File: config.mk
export PLATFORM = sky130hd
export DESIGN_NAME = amac_grid
export DESIGN_NICKNAME = d
export VERILOG_FILES = /design/src/rtl/amac_pkg.sv /design/src/rtl/amac_trunc_mul.sv /design/src/rtl/amac_or_adder.sv /design/src/rtl/amac_cell.sv /design/src/rtl/amac_grid.sv
export SDC_FILE = /design/constraint.sdc
export NUM_CORES = 1
export LEC_CHECK = 0
export BUFFER_PORTS_ARGS = -buffer_cell sky130_fd_sc_hd__clkbuf_2
export CORE_MARGIN = 1
export CORE_UTILIZATION = 30
export DETAILED_ROUTE_END_ITERATION = 12
export GPL_TIMING_DRIVEN = 0
export PLACE_DENSITY = 0.46
export SLEW_MARGIN = 20
export SYNTH_ARGS = -nofsm -noshare
export SYNTH_HDL_FRONTEND = slang
export SYNTH_SLANG_ARGS = --single-unit
File: constraint.sdc
create_clock -name clk -period 6.75 [get_ports clk]
set_clock_uncertainty 0.1 [all_clocks]
set_input_delay 1.0125 -clock clk [delete_from_list [all_inputs] [get_ports clk]]
set_output_delay 1.0125 -clock clk [all_outputs]
set_load 0.02 [all_outputs]
File: src/rtl/amac_pkg.sv
// Package amac_pkg
// Holds the shared width helpers of the approximate MAC grid.
// Assumes that all operands are unsigned.
package amac_pkg;

    // Returns the slice width that is kept from an operand of width w.
    function automatic int keep_bits(input int w, input int m);
        return (m < w) ? m : w;
    endfunction

    // Returns the number of low bits that are dropped from an operand of width w.
    function automatic int drop_bits(input int w, input int m);
        return (m < w) ? (w - m) : 0;
    endfunction

endpackage

File: src/rtl/amac_trunc_mul.sv
// Module amac_trunc_mul
// Cuts each operand down to its upper MUL_W bits, multiplies the two slices,
// and shifts the product left by the total number of dropped bits, which
// restores the product to full DW+WW scale. The module is purely combinational.
// Assumes unsigned operands.
module amac_trunc_mul
    import amac_pkg::*;
#(
    parameter int DW    = 8,
    parameter int WW    = 8,
    parameter int MUL_W = 6
) (
    input  logic [DW-1:0]    a_val,
    input  logic [WW-1:0]    b_val,
    output logic [DW+WW-1:0] scaled
);
    localparam int AK   = keep_bits(DW, MUL_W);
    localparam int BK   = keep_bits(WW, MUL_W);
    localparam int DROP = drop_bits(DW, MUL_W) + drop_bits(WW, MUL_W);
    localparam int PW   = AK + BK;
    localparam int FW   = DW + WW;

    logic [AK-1:0] a_top;
    logic [BK-1:0] b_top;
    logic [PW-1:0] narrow;

    // Select the high-order slices.
    always_comb begin
        a_top = a_val[DW-1 -: AK];
        b_top = b_val[WW-1 -: BK];
    end

    // Form the narrow product.
    always_comb begin
        narrow = {{BK{1'b0}}, a_top} * {{AK{1'b0}}, b_top};
    end

    // Restore the scale with a left shift.
    always_comb begin
        scaled = FW'(narrow) << DROP;
    end
endmodule

File: src/rtl/amac_or_adder.sv
// Module amac_or_adder
// An approximate adder. The low OR_BITS bits are formed as a bitwise OR with
// no carry out of them. The upper bits get an exact add whose carry-in is the
// AND of both operands at bit OR_BITS-1. With OR_BITS = 0 the adder is exact.
// The result wraps at W bits. Assumes that W - OR_BITS >= 2.
module amac_or_adder #(
    parameter int W       = 20,
    parameter int OR_BITS = 6
) (
    input  logic [W-1:0] x_in,
    input  logic [W-1:0] y_in,
    output logic [W-1:0] sum
);
    localparam int HW = W - OR_BITS;

    generate
        if (OR_BITS == 0) begin : g_exact
            // Plain exact addition.
            always_comb begin
                sum = x_in + y_in;
            end
        end else begin : g_approx
            logic [OR_BITS-1:0] low_part;
            logic [HW-1:0]      high_part;
            logic               guess_cy;

            // Carry-free lower section.
            always_comb begin
                low_part = x_in[OR_BITS-1:0] | y_in[OR_BITS-1:0];
                guess_cy = x_in[OR_BITS-1] & y_in[OR_BITS-1];
            end

            // Exact upper section with the predicted carry.
            always_comb begin
                high_part = x_in[W-1:OR_BITS] + y_in[W-1:OR_BITS] + HW'(guess_cy);
                sum       = {high_part, low_part};
            end
        end
    endgenerate
endmodule

File: src/rtl/amac_cell.sv
// Module amac_cell
// One grid cell. It multiplies the incoming activation and weight with the
// truncating multiplier and adds the scaled product to its accumulator with the
// OR-low adder. It registers both operands for its right and lower neighbours.
// Operand registers advance only while en is high. Clear zeroes only the
// accumulator and takes priority over en.
module amac_cell #(
    parameter int DW      = 8,
    parameter int WW      = 8,
    parameter int MUL_W   = 6,
    parameter int OR_BITS = 6,
    parameter int ACC_W   = 20
) (
    input  logic             clk,
    input  logic             rst_n,
    input  logic             clr,
    input  logic             en,
    input  logic [DW-1:0]    a_in,
    input  logic [WW-1:0]    b_in,
    output logic [DW-1:0]    a_fwd,
    output logic [WW-1:0]    b_fwd,
    output logic [ACC_W-1:0] acc
);
    localparam int FW = DW + WW;

    logic [FW-1:0]    prod;
    logic [ACC_W-1:0] prod_ext;
    logic [ACC_W-1:0] acc_next;

    amac_trunc_mul #(
        .DW    (DW),
        .WW    (WW),
        .MUL_W (MUL_W)
    ) u_mul (
        .a_val  (a_in),
        .b_val  (b_in),
        .scaled (prod)
    );

    // Widen the product to the accumulator width.
    always_comb begin
        prod_ext = ACC_W'(prod);
    end

    amac_or_adder #(
        .W       (ACC_W),
        .OR_BITS (OR_BITS)
    ) u_add (
        .x_in (acc),
        .y_in (prod_ext),
        .sum  (acc_next)
    );

    // Accumulator with reset, clear and enable.
    always_ff @(posedge clk) begin
        if (!rst_n) begin
            acc <= '0;
        end else if (clr) begin
            acc <= '0;
        end else if (en) begin
            acc <= acc_next;
        end
    end

    // Operand forwarding registers.
    always_ff @(posedge clk) begin
        if (!rst_n) begin
            a_fwd <= '0;
            b_fwd <= '0;
        end else if (en) begin
            a_fwd <= a_in;
            b_fwd <= b_in;
        end
    end
endmodule

File: src/rtl/amac_grid.sv
// Module amac_grid
// A ROWS x COLS systolic grid of amac_cell. Activations enter at column 0 and
// move right. Weights enter at row 0 and move down. The caller skews row r by
// r cycles and column c by c cycles. All accumulators are visible on acc_out.
// Assumes DW in {8,16,32}, WW in {3..8,16,32}, MUL_W in 2..12, and
// ACC_W >= DW+WW.
module amac_grid #(
    parameter int ROWS    = 3,
    parameter int COLS    = 3,
    parameter int DW      = 8,
    parameter int WW      = 8,
    parameter int MUL_W   = 6,
    parameter int OR_BITS = 6,
    parameter int ACC_W   = 20
) (
    input  logic                        clk,
    input  logic                        rst_n,
    input  logic                        clr,
    input  logic                        en,
    input  logic [ROWS*DW-1:0]          feat_in,
    input  logic [COLS*WW-1:0]          wgt_in,
    output logic [ROWS*COLS*ACC_W-1:0]  acc_out
);
    localparam int CELLS = ROWS * COLS;

    logic [DW-1:0]    h_bus [ROWS][COLS+1];
    logic [WW-1:0]    v_bus [ROWS+1][COLS];
    logic [ACC_W-1:0] acc_q [CELLS];

    generate
        for (genvar r = 0; r < ROWS; r++) begin : g_left
            // Left edge feed of row r.
            always_comb begin
                h_bus[r][0] = feat_in[r*DW +: DW];
            end
        end
        for (genvar c = 0; c < COLS; c++) begin : g_top
            // Top edge feed of column c.
            always_comb begin
                v_bus[0][c] = wgt_in[c*WW +: WW];
            end
        end
        for (genvar r = 0; r < ROWS; r++) begin : g_row
            for (genvar c = 0; c < COLS; c++) begin : g_col
                amac_cell #(
                    .DW      (DW),
                    .WW      (WW),
                    .MUL_W   (MUL_W),
                    .OR_BITS (OR_BITS),
                    .ACC_W   (ACC_W)
                ) u_cell (
                    .clk   (clk),
                    .rst_n (rst_n),
                    .clr   (clr),
                    .en    (en),
                    .a_in  (h_bus[r][c]),
                    .b_in  (v_bus[r][c]),
                    .a_fwd (h_bus[r][c+1]),
                    .b_fwd (v_bus[r+1][c]),
                    .acc   (acc_q[r*COLS+c])
                );
                // Pack the accumulator of cell (r,c) onto the output.
                always_comb begin
                    acc_out[(r*COLS+c)*ACC_W +: ACC_W] = acc_q[r*COLS+c];
                end
            end
        end
    endgenerate
endmodule

# Word-level counts from Yosys, hierarchy flattened
# Index checks and enable logic that the tools add are counted.
# classes
add_sub_neg,18
multipliers,9
bitwise_logic,19
reduce_logical,1
# op_table
cell,n
$add A14 B1 Y14,9
$add A14 B10 Y14,9
$mul A6 B6 Y12,9
$or A6 B6 Y6,9
$and A1 B1 Y1,9
$reduce_or A2 Y1,1
$not A1 Y1,1
# totals
register_bits,276
inputBits,52
out_inout_bits,180
elab_cells,68

# Longest topological paths before layout
# Gate-level depths: netlist of the first run.
# logic_depth
word_depth,3
depth_mapped,18
depth_no_buf,18

# Modules after synthesis
# A second synthesis of the first run with hierarchy kept.
# hier_totals
hier_cells,3232
area_unflattened_um2,29270.6
# by_module_without_submodules
module,instances,cells_each,area_each_um2,seq_area_each_um2
amac_cell,9,117,1338.8,720.7
amac_or_adder,9,110,777.0,0.0
amac_trunc_mul (g_row[1].g_col[0].u_cell.u_mul ...),5,131,1139.8,0.0
amac_trunc_mul (g_row[0].g_col[0].u_cell.u_mul ...),2,136,1131.1,0.0
amac_trunc_mul (g_row[0].g_col[2].u_cell.u_mul),1,131,1142.3,0.0
amac_trunc_mul (g_row[2].g_col[2].u_cell.u_mul),1,131,1124.8,0.0

# Worst setup path after synthesis of the first run
# OpenSTA, ideal clock, no wires.
# synth_timing
path_type,input -> register
start,in wgt_in[18]
end,reg g_row[0].g_col[2].u_cell.acc[19]
setup_time_ns,0.059
arrival_time_ns,5.065
required_ns,6.591
path_slack_ns,1.525
cell_stages,18
cell_sequence,and2_1 -> fa_1 -> inv_1 -> fa_1 -> fa_1 -> inv_1 -> ha_1 -> a21o_1 -> a211oi_1 -> o21ai_0 -> o21ai_0 -> xor2_1 -> ha_1 -> clkbuf_1 -> and3_1 -> a31oi_1 -> or4_1 -> nand2_1
# synth_via
elab_chain_len,3
word_cells_on_any_way,4
classes_between,add/sub (2); mul (1); bitwise (1)
# synth_rtl
item,line_no,text
"start, declared",amac_grid.sv:21,"input logic [COLS*WW-1:0] wgt_in,"
$mul A6 B6 Y12 (*),amac_trunc_mul.sv:35,"narrow = {{BK{1'b0}}, a_top} * {{AK{1'b0}}, b_top};"
$add A14 B10 Y14 / $and A1 B1 Y1 (equally long branches),"amac_or_adder.sv:35, amac_or_adder.sv:30",
$add A14 B1 Y14 (*),amac_or_adder.sv:35,high_part = x_in[W-1:OR_BITS] + y_in[W-1:OR_BITS] + HW'(guess_cy);
"end signal, assigned",amac_cell.sv:61,acc <= acc_next;
"end, declared",amac_cell.sv:22,output logic [ACC_W-1:0] acc
# Every way passes the cells marked *; elsewhere a longest branch is shown, timed or not.
# A chain may end at the register's enable or synchronous reset.

# Worst setup path in the final report of the first run
# layout_timing
start,reg g_row[0].g_col[0].u_cell.a_fwd[4]
end,reg g_row[0].g_col[1].u_cell.acc[19]
# layout_via
elab_chain_len,3
# layout_rtl
item,line_no,text
"start, declared",amac_cell.sv:20,"output logic [DW-1:0] a_fwd,"
"start signal, assigned",amac_cell.sv:71,a_fwd <= a_in;
$mul A6 B6 Y12,amac_trunc_mul.sv:35,
$add A14 B10 Y14,amac_or_adder.sv:35,
$add A14 B1 Y14,amac_or_adder.sv:35,
"end signal, assigned",amac_cell.sv:61,
"end, declared",amac_cell.sv:22,
# Every way passes these cells.

==> impl_metrics.json, run 1 <==
{
  "clk-insertion-delay-late_ns": 0.59,
  "cp_max_fo": 8,
  "hp-class": "reg -> reg",
  "drive_above_1_share_pct": 11.6,
  "die-area_um2": 74800,
  "cts_buffers": 30,
  "area_growth_pct": 15.0,
  "vias": 19500,
  "num-nets-final": 3309,
  "vdd_ir_drop_max_mv": 0.183,
  "synth_top_area_cell": "dfxtp_1",
  "htreeDepth": 1,
  "ys_seq_elements": 216,
  "fin_ws_ns": 1.30,
  "dpl_worst_slack_ns": 0.627,
  "holdBufCountCts": 0,
  "postSynth.asyncResetShare_pct": 0,
  "cts_num_sinks": 216,
  "yosysTopAreaCellShare_pct": 19.6,
  "finalSetupViolCount": 0,
  "clk_path_buf_depth": 3,
  "tightest_slew_ns": 1.20,
  "synth_top_family_by_area": "adder cells",
  "dpl.hpwl_um": 63000,
  "grt_pass1_vias": 18600,
  "grt_antenna_before_repair": 3,
  "synth_xor_area_share_pct": 2.93,
  "ys_warn_count": 0,
  "synth_area_leaders": "dfxtp_1, ha_1, fa_1, and2_1, inv_1",
  "cts_resized": 0,
  "cp.arrival_ns": 5.78,
  "required_ns": 7.08,
  "ys_types": 57,
  "wirelength_um": 81600,
  "globalplace.congestion": 0.899,
  "cts_tree": "yes",
  "slew_viol_final": 0,
  "end_kind": "register",
  "ios": 232,
  "drc": 4,
  "post-route-util_pct": 34.9,
  "grt_pass1_wl_um": 119000,
  "grt-ovfl-total": 0,
  "dr.pass1.iters": 9,
  "power_density_nw_per_um2": 164,
  "fin_crit_sh_pct": 80.7,
  "drt_iter0_markers": 1455,
  "synth_ff_type": "dfxtp_1",
  "fp.dieH_um": 274,
  "slew_headroom_pct": 19.9,
  "cts_setup_buffers": 0,
  "critPathKind": "reg -> reg",
  "syn_avg_cell_area_um2": 8.65,
  "critPathLaunchType": "register",
  "maxCapViolations": 0,
  "rsz0062_at_grt": "no",
  "min_period_ns": 5.45,
  "grt_max_degree": 15,
  "clk_pin_slew_ns": 0.07,
  "outcome": "finished with violations",
  "synth_simple_gate_area_share_pct": 19.6,
  "synthCells": 2557,
  "io_buffers": 182,
  "hold_viol": 0,
  "vias_per_cell": 5.14,
  "post_drt_wl_per_cell_um": 21.5,
  "final_antenna_net_count": 0,
  "initial_core_util_pct": 30.3,
  "grt_use_total_pct": 21.4,
  "synthAdderAreaFrac_pct": 31.3,
  "die_w_um": 274,
  "row_count": 99,
  "setup_tns_ns": 0,
  "root_buffer": "clkbuf_16",
  "violations": "DRC",
  "synth-compound-area-share_pct": 15.3,
  "synth_area_um2": 22100,
  "core-area_um2": 73000,
  "synthMuxAreaShare_pct": 3.89,
  "synth_seq_area_share_pct": 19.6,
  "synth_edf_count": 0,
  "p_leak_nw": 12.4,
  "synth_top_cells_by_count": "inv_1, ha_1, dfxtp_1, and2_1, nand2_1",
  "synth_most_common_cell": "inv_1",
  "fmax_mhz": 184
}
-- final cells by class --
class / count / area [um2]
clock buffers: 38 / 852
inverters: 292 / 1100
flip-flops and latches: 216 / 4320
clock inverters: 15 / 196
multi-input cells: 1983 / 16300
repair buffers: 183 / 926
well taps: 959 / 1200
diodes: 1 / 2.50
plain buffers: 101 / 559
fillers: 7521 / 47500
-- layer usage --
metal	routed length, um	part of all wire [%]	vias up	track usage, %
li1	-	-	9208	-
met5	0	0	-	0
met1	37700	46	9663	29.8
met3	4340	5.3	82	2.75
met4	2120	2.6	0	5.67
met2	37400	46	519	34.6
-- registers in the layout, summed over array words and instances, names as in the netlist --
name / cells
g_row.g_col.u_cell.a_fwd: 36
g_row.g_col.u_cell.acc: 144
g_row.g_col.u_cell.b_fwd: 36
-- cell families (layout without fill, tap and decap cells) --
| group | after synthesis | in the layout |
|---|---|---|
| simple gates | 825 | 825 |
| compound gates | 512 | 512 |
| fa+ha+maj | 450 | 450 |
| buf+inv | 393 | 629 |
| flops | 216 | 216 |
| mux | 86 | 86 |
| xor+xnor | 74 | 74 |
| other cells | 1 | 37 |
-- power breakdown --
group	switching [mW]	internal (mW)	leakage (nW)
clock network	0.694	1.04	0.506
logic	0.641	0.391	10.1
registers	0.0834	1.32	1.75
total	1.42	2.75	12.4
-- final timing paths --
check                                     from                               end  slack [ns]  depth (start not counted)
max          g_row[0].g_col[0].u_cell.a_fwd[4]  g_row[0].g_col[1].u_cell.acc[19]        1.30                         16
min            g_row[2].g_col[0].u_cell.acc[4]   g_row[2].g_col[0].u_cell.acc[4]        0.37                          2
max reg2reg  g_row[0].g_col[0].u_cell.a_fwd[4]  g_row[0].g_col[1].u_cell.acc[19]        1.30                         16
min reg2reg    g_row[2].g_col[0].u_cell.acc[4]   g_row[2].g_col[0].u_cell.acc[4]        0.37                          2
-- layout by cell type, fill, tap and decap left out, types with 12 or more instances in the layout --
| cell | instances |
|---|---|
| nand3_1 | 42 |
| xor2_1 | 22 |
| a211oi_1 | 50 |
| dfxtp_1 | 216 |
| nor2_1 | 120 |
| o41ai_1 | 14 |
| nand2_1 | 200 |
| and2_1 | 207 |
| xnor2_1 | 52 |
| fa_1 | 171 |
| o211ai_1 | 33 |
| or3_1 | 27 |
| buf_4 | 36 |
| buf_1 | 12 |
| buf_2 | 31 |
| clkbuf_1 | 19 |
| o21ai_0 | 121 |
| inv_1 | 292 |
| clkbuf_16 | 31 |
| and3_1 | 26 |
| ha_1 | 279 |
| clkbuf_2 | 187 |
| conb_1 | 36 |
| mux2i_1 | 86 |
| a31oi_1 | 18 |
| a21oi_1 | 143 |
| nor3_1 | 45 |
| nor2b_1 | 97 |
| a21o_1 | 51 |
-- stage by stage --
step           hold WS, ns  instance area (um2)  std cells  total power, mW
2_1_floorplan        0.435                22200       2592             2.10
3_3_place_gp         0.359                24400       3733             2.43
3_5_place_dp         0.361                24400       3734             2.45
4_1_cts              0.377                25400       3787             4.21
5_1_grt              0.416                25400       3787             4.36
6_report             0.375                25400       3788             4.16
-- worst max-delay path, stage by stage, from the launching register on --
cell and delay [ns]:
dfxtp_1 0.68, nand2_1 0.16, fa_1 0.59, fa_1 0.43, fa_1 0.50, inv_1 0.05
ha_1 0.32, nor2b_1 0.14, o21ai_0 0.21, a21oi_1 0.13, o41ai_1 0.36, xor2_1 0.34
ha_1 0.34, a21o_1 0.18, a31oi_1 0.49, or3_1 0.20, a21oi_1 0.06
Power figures use the tool's default switching activity.
==> run 2: changes to the inputs <==
==> constraint.sdc (replaced) <==
create_clock -name clk -period 5.5 [get_ports clk]
set_clock_uncertainty 0.1 [all_clocks]
set_input_delay 0.825 -clock clk [delete_from_list [all_inputs] [get_ports clk]]
set_output_delay 0.825 -clock clk [all_outputs]
set_load 0.02 [all_outputs]
==> run 2 against run 1 <==
Effect of this change:
- the flow still finishes with violations (DRC)
- total power is 23% higher
- sequential share of layout area about the same
- critical path depth rose by 1
- first-iteration DRC count down 3.2%
- critical path type unchanged
- critical endpoint is now g_row[0].g_col[1].u_cell.acc[18]
==> impl_metrics.json, run 2 (synthesis gave the netlist of run 1 again) <==
{
  "outcome": "finished with violations",
  "violations": "DRC",
  "cp.arrival_ns": 5.63,
  "slew_headroom_pct": 18.7,
  "min_period_ns": 5.22,
  "grt_antenna_before_repair": 3,
  "holdBufCountCts": 0,
  "num-nets-final": 3308,
  "area_growth_pct": 15.1,
  "top_regs": "g_row.g_col.u_cell.acc (144), g_row.g_col.u_cell.a_fwd (36), g_row.g_col.u_cell.b_fwd (36)",
  "grt-ovfl-total": 0,
  "cts_num_sinks": 216,
  "critPathKind": "reg -> reg",
  "wirelength_um": 81600,
  "setup_tns_ns": 0,
  "row_count": 99,
  "final_antenna_net_count": 0,
  "globalplace.congestion": 0.899,
  "ios": 232,
  "finalSetupViolCount": 0,
  "core-area_um2": 73000,
  "regMostFlops": "g_row.g_col.u_cell.acc",
  "fmax_mhz": 192,
  "vias_per_cell": 5.13,
  "maxCapViolations": 0,
  "final-seq-area_um2": 4330,
  "end_kind": "register",
  "mostFrequentLayoutCells": "inv_1, ha_1, dfxtp_1",
  "fin_crit_sh_pct": 94.8,
  "grt_pass1_wl_um": 119000,
  "power_density_nw_per_um2": 201,
  "p_leak_nw": 12.4,
  "hold_viol": 0,
  "cp_max_fo": 8,
  "cts_buffers": 30,
  "clk_path_buf_depth": 3,
  "clk_pin_slew_ns": 0.07,
  "max_stage_delay_ns": 0.66,
  "hp-class": "reg -> reg",
  "dpl.hpwl_um": 63000,
  "crit_slowest_cell": "dfxtp_1",
  "worstPathCellList": "and2_1, fa_1, inv_1, fa_1, fa_1, inv_1, ha_1, nor2b_1, o21ai_0, a21oi_1, o41ai_2, xor2_1, ha_1, and3_1, o211ai_1, a2111o_1, o21ai_0",
  "grt_max_degree": 15,
  "finalPower_mw": 5.11,
  "die_w_um": 274,
  "vias": 19400,
  "multiInputGateArea_um2": 16300,
  "fillers": 7517,
  "cts_setup_buffers": 0,
  "slew_viol_final": 0,
  "reg2reg_slack_ns": 0.28,
  "drive_above_1_share_pct": 11.9,
  "post_drt_wl_per_cell_um": 21.5,
  "whs_path_depth": 2,
  "crit_top_cell": "fa_1",
  "drc": 4,
  "grt_use_total_pct": 21.4,
  "required_ns": 5.91,
  "grt_pass1_vias": 18600,
  "clk-insertion-delay-late_ns": 0.59,
  "root_buffer": "clkbuf_16",
  "rsz0062_at_grt": "no",
  "mostFrequentLayoutCell": "inv_1",
  "largest_reg_flops": 144,
  "critPathLaunchType": "register",
  "htreeDepth": 1,
  "tightest_slew_ns": 1.22,
  "cts_tree": "yes",
  "reg2reg_depth": 17,
  "drt_iter0_markers": 1409,
  "io_buffers": 182,
  "vdd_ir_drop_max_mv": 0.224,
  "initial_core_util_pct": 30.3,
  "dr.pass1.iters": 11,
  "die-area_um2": 74800,
  "fp.dieH_um": 274
}
-- run 2: cell type report --
type | instances | area share [%]
inverter | 292 | 4.30
clock inverter | 15 | 0.772
antenna | 1 | 0.00983
buffer | 100 | 2.18
clock buffer | 38 | 3.35
multi-input combinational | 1983 | 64.0
tap | 959 | 4.71
sequential | 216 | 17.0
timing repair buffer | 183 | 3.64
-- run 2: timing repair --
item,in CTS,in global routing
gates resized for setup,1,7
pin swaps,0,1
endpoints found under the setup margin,2,7
-- run 2: worst paths after layout --
check                                                        from                               end
worst max-delay path            g_row[0].g_col[0].u_cell.a_fwd[5]  g_row[0].g_col[1].u_cell.acc[18]
worst min-delay path              g_row[2].g_col[0].u_cell.acc[4]   g_row[2].g_col[0].u_cell.acc[4]
worst max register to register  g_row[0].g_col[0].u_cell.a_fwd[5]  g_row[0].g_col[1].u_cell.acc[18]
worst min register to register    g_row[2].g_col[0].u_cell.acc[4]   g_row[2].g_col[0].u_cell.acc[4]
-- run 2: critical path, delay by kind of cell (launching register included) --
kind / cells / cell delay (ns)
AND/OR/NAND/NOR: 3 / 0.60
XOR/XNOR: 1 / 0.35
buffers and inverters: 2 / 0.14
flip-flops: 1 / 0.66
AO/OA/AOI/OAI: 6 / 1.38
adder cells (fa/ha/maj): 5 / 1.90
-- run 2: routing by layer --
metal | track usage, % | routed length [um]
met1 | 29.8 | 37400
met2 | 34.6 | 37400
met3 | 2.75 | 4650
met4 | 5.67 | 2120
met5 | 0 | 0
-- run 2: per-stage QoR --
step	hold slack [ns]	util [%]	instance area (um2)	setup WS (ns)	instances
final	0.375	34.9	25500	0.284	3787
after global routing	0.416	34.9	25500	0.00796	3786
after CTS	0.377	34.9	25400	0.154	3787
after detailed placement	0.361	33.4	24400	-0.435	3734
after global placement	0.359	33.4	24400	-0.412	3733
after floorplan	0.435	-	22200	0.463	2592
-- run 2: power by group --
group          leakage, nW  switching, mW  internal, mW
clock network        0.506          0.850          1.28
registers             1.75          0.103          1.62
logic                 10.1          0.786         0.479
total                 12.4           1.74          3.37
==> run 3: changes to the inputs <==
--- a/config.mk
+++ b/config.mk
@@ -14,4 +14,5 @@
 export SLEW_MARGIN = 20
 export SYNTH_ARGS = -nofsm -noshare
 export SYNTH_HDL_FRONTEND = slang
+export SYNTH_HIERARCHICAL = 1
 export SYNTH_SLANG_ARGS = --single-unit
==> run 3 against run 2 <==
Effect of this change:
- the run now ends clean
- critical endpoint is now g_row[1].g_col[0].u_cell/acc[18]
- sequential cell count is 36 higher
- combinational power rose by 29%
- fmax decreased by 0.18%
- highest routed layer is now met5
- global-route usage down 6.4 points
- register-to-register slack about the same
- count of clock-buffer cells in the layout rose by 16
- largest cell class unchanged
- synthesized area grew 20%
==> impl_metrics.json, run 3 <==
{
  "synthCells": 3014,
  "globalplace.congestion": 0.795,
  "critPathLaunchType": "register",
  "final-instance-count-excl-fill": 4513,
  "min_period_ns": 5.23,
  "use_met3_pct": 3.34,
  "ys_warn_count": 6,
  "die-area_um2": 90000,
  "post_drt_wl_per_cell_um": 14.8,
  "num-nets-final": 3839,
  "vias": 20700,
  "grt_pass1_vias": 20700,
  "grt_busiest_layer": "met2",
  "root_buffer": "clkbuf_16",
  "grt_max_degree": 42,
  "cts_buffers": 40,
  "htreeDepth": 2,
  "clk-insertion-delay-late_ns": 0.58,
  "tightest_slew_ns": 0.729,
  "mostFrequentLayoutCell": "nor2_1",
  "core-area_um2": 87300,
  "cp.arrival_ns": 5.57,
  "finalSetupViolCount": 0,
  "holdWs_ns": 0.409,
  "grt-ovfl-total": 0,
  "outcome": "complete, no violations",
  "regMostFlops": "g_row.g_col.u_cell/acc",
  "drive_above_1_share_pct": 15.5,
  "drt_iter0_markers": 594,
  "finalPower_mw": 6.30,
  "hp-class": "reg -> reg",
  "rsz0062_at_grt": "no",
  "slew_viol_final": 0,
  "ios": 232,
  "synth_area_um2": 26600,
  "drc": 0,
  "largest_reg_flops": 180,
  "fin_ws_ns": 0.274,
  "cts_resized": 0,
  "reg2reg_slack_ns": 0.27,
  "hold_viol": 0,
  "io_buffers": 218,
  "final_antenna_net_count": 0,
  "critPathKind": "reg -> reg",
  "cts_tree": "yes",
  "wirelength_um": 66700,
  "fmax_mhz": 191,
  "grt_pass1_wl_um": 110000,
  "die_w_um": 300,
  "required_ns": 5.84,
  "grt_antenna_before_repair": 9,
  "use_met2_pct": 24.8,
  "mostFrequentLayoutCells": "nor2_1, ha_1, and2_1",
  "slew_headroom_pct": 51.4,
  "top_regs": "g_row.g_col.u_cell/acc (180), g_row.g_col.u_cell/a_fwd (36), g_row.g_col.u_cell/b_fwd (36)",
  "max_stage_delay_ns": 0.53,
  "crit_slowest_cell": "fa_1",
  "clk_pin_slew_ns": 0.06,
  "dpl.hpwl_um": 52300,
  "cts_num_sinks": 252,
  "area_growth_pct": 15.5,
  "post-route-util_pct": 35.2,
  "cts_setup_buffers": 0,
  "worstPathCellList": "and2_1, fa_1, inv_1, fa_1, fa_1, inv_1, ha_1, o21ai_0, nor3_1, nor4_1, a211o_1, ha_1, nand2_1, nor2_1, nor3_1, a311oi_1, o311ai_1, mux2i_1, nor2_1",
  "clk_path_buf_depth": 3,
  "p_leak_nw": 15.6,
  "maxCapViolations": 0,
  "fin_crit_sh_pct": 95.0,
  "end_kind": "register",
  "use_met1_pct": 19.5,
  "dr.pass1.iters": 5,
  "crit_top_cell": "fa_1",
  "initial_core_util_pct": 30.5,
  "dp.cells": 4441,
  "syn_avg_cell_area_um2": 8.84,
  "vdd_ir_drop_max_mv": 0.175,
  "fp.dieH_um": 300,
  "row_count": 108,
  "grt_use_total_pct": 15.0,
  "holdBufCountCts": 0,
  "cp_max_fo": 8,
  "vias_per_cell": 4.59,
  "dpl_worst_slack_ns": -0.456,
  "power_density_nw_per_um2": 205
}
## run 3: path summary, 6_finish.rpt
path / from / endpoint / cells past startpoint
max: g_row[0].g_col[0].u_cell/b_fwd[2] / g_row[1].g_col[0].u_cell/acc[18] / 19
min: g_row[2].g_col[2].u_cell/acc[0] / g_row[2].g_col[2].u_cell/acc[0] / 2
max reg2reg: g_row[0].g_col[0].u_cell/b_fwd[2] / g_row[1].g_col[0].u_cell/acc[18] / 19
min reg2reg: g_row[2].g_col[2].u_cell/acc[0] / g_row[2].g_col[2].u_cell/acc[0] / 2
## run 3: layout make-up
type	count	area, um2
fill	9323	56500
multi-input combinational	2453	19900
sequential	252	5050
tap	1155	1450
clock buffer	54	1140
timing repair buffer	218	1090
inverter	266	998
buffer	97	900
clock inverter	17	201
antenna	1	2.50
## run 3: metal layers
| metal | up-vias | share of wire (%) |
|---|---|---|
| met5 | - | 0.13 |
| li1 | 10700 | - |
| met3 | 81 | 4.6 |
| met2 | 247 | 46 |
| met1 | 9698 | 47 |
| met4 | 14 | 2.2 |
## run 3: through the flow
step | TNS, ns | cell area [um2]
6_report | 0 | 30800
3_5_place_dp | -4.45 | 29400
5_1_grt | 0 | 30800
2_1_floorplan | 0 | 26800
4_1_cts | 0 | 30700
3_3_place_gp | -4.92 | 29400
## run 3: critical path: cells and delay by family, from the launching register on
kind | cells | cell delay [ns]
muxes | 1 | 0.15
buffers and inverters | 2 | 0.10
DFF | 1 | 0.41
adders and majority gates | 5 | 2.24
and+or+nand+nor | 7 | 1.26
AOI/OAI and AO/OA | 4 | 0.81
## run 3: where the power goes
| part | internal, mW | total, mW | switching (mW) |
|---|---|---|---|
| Combinational | 0.723 | 1.63 | 0.912 |
| Sequential | 1.90 | 2.01 | 0.103 |
| Clock | 1.63 | 2.66 | 1.03 |
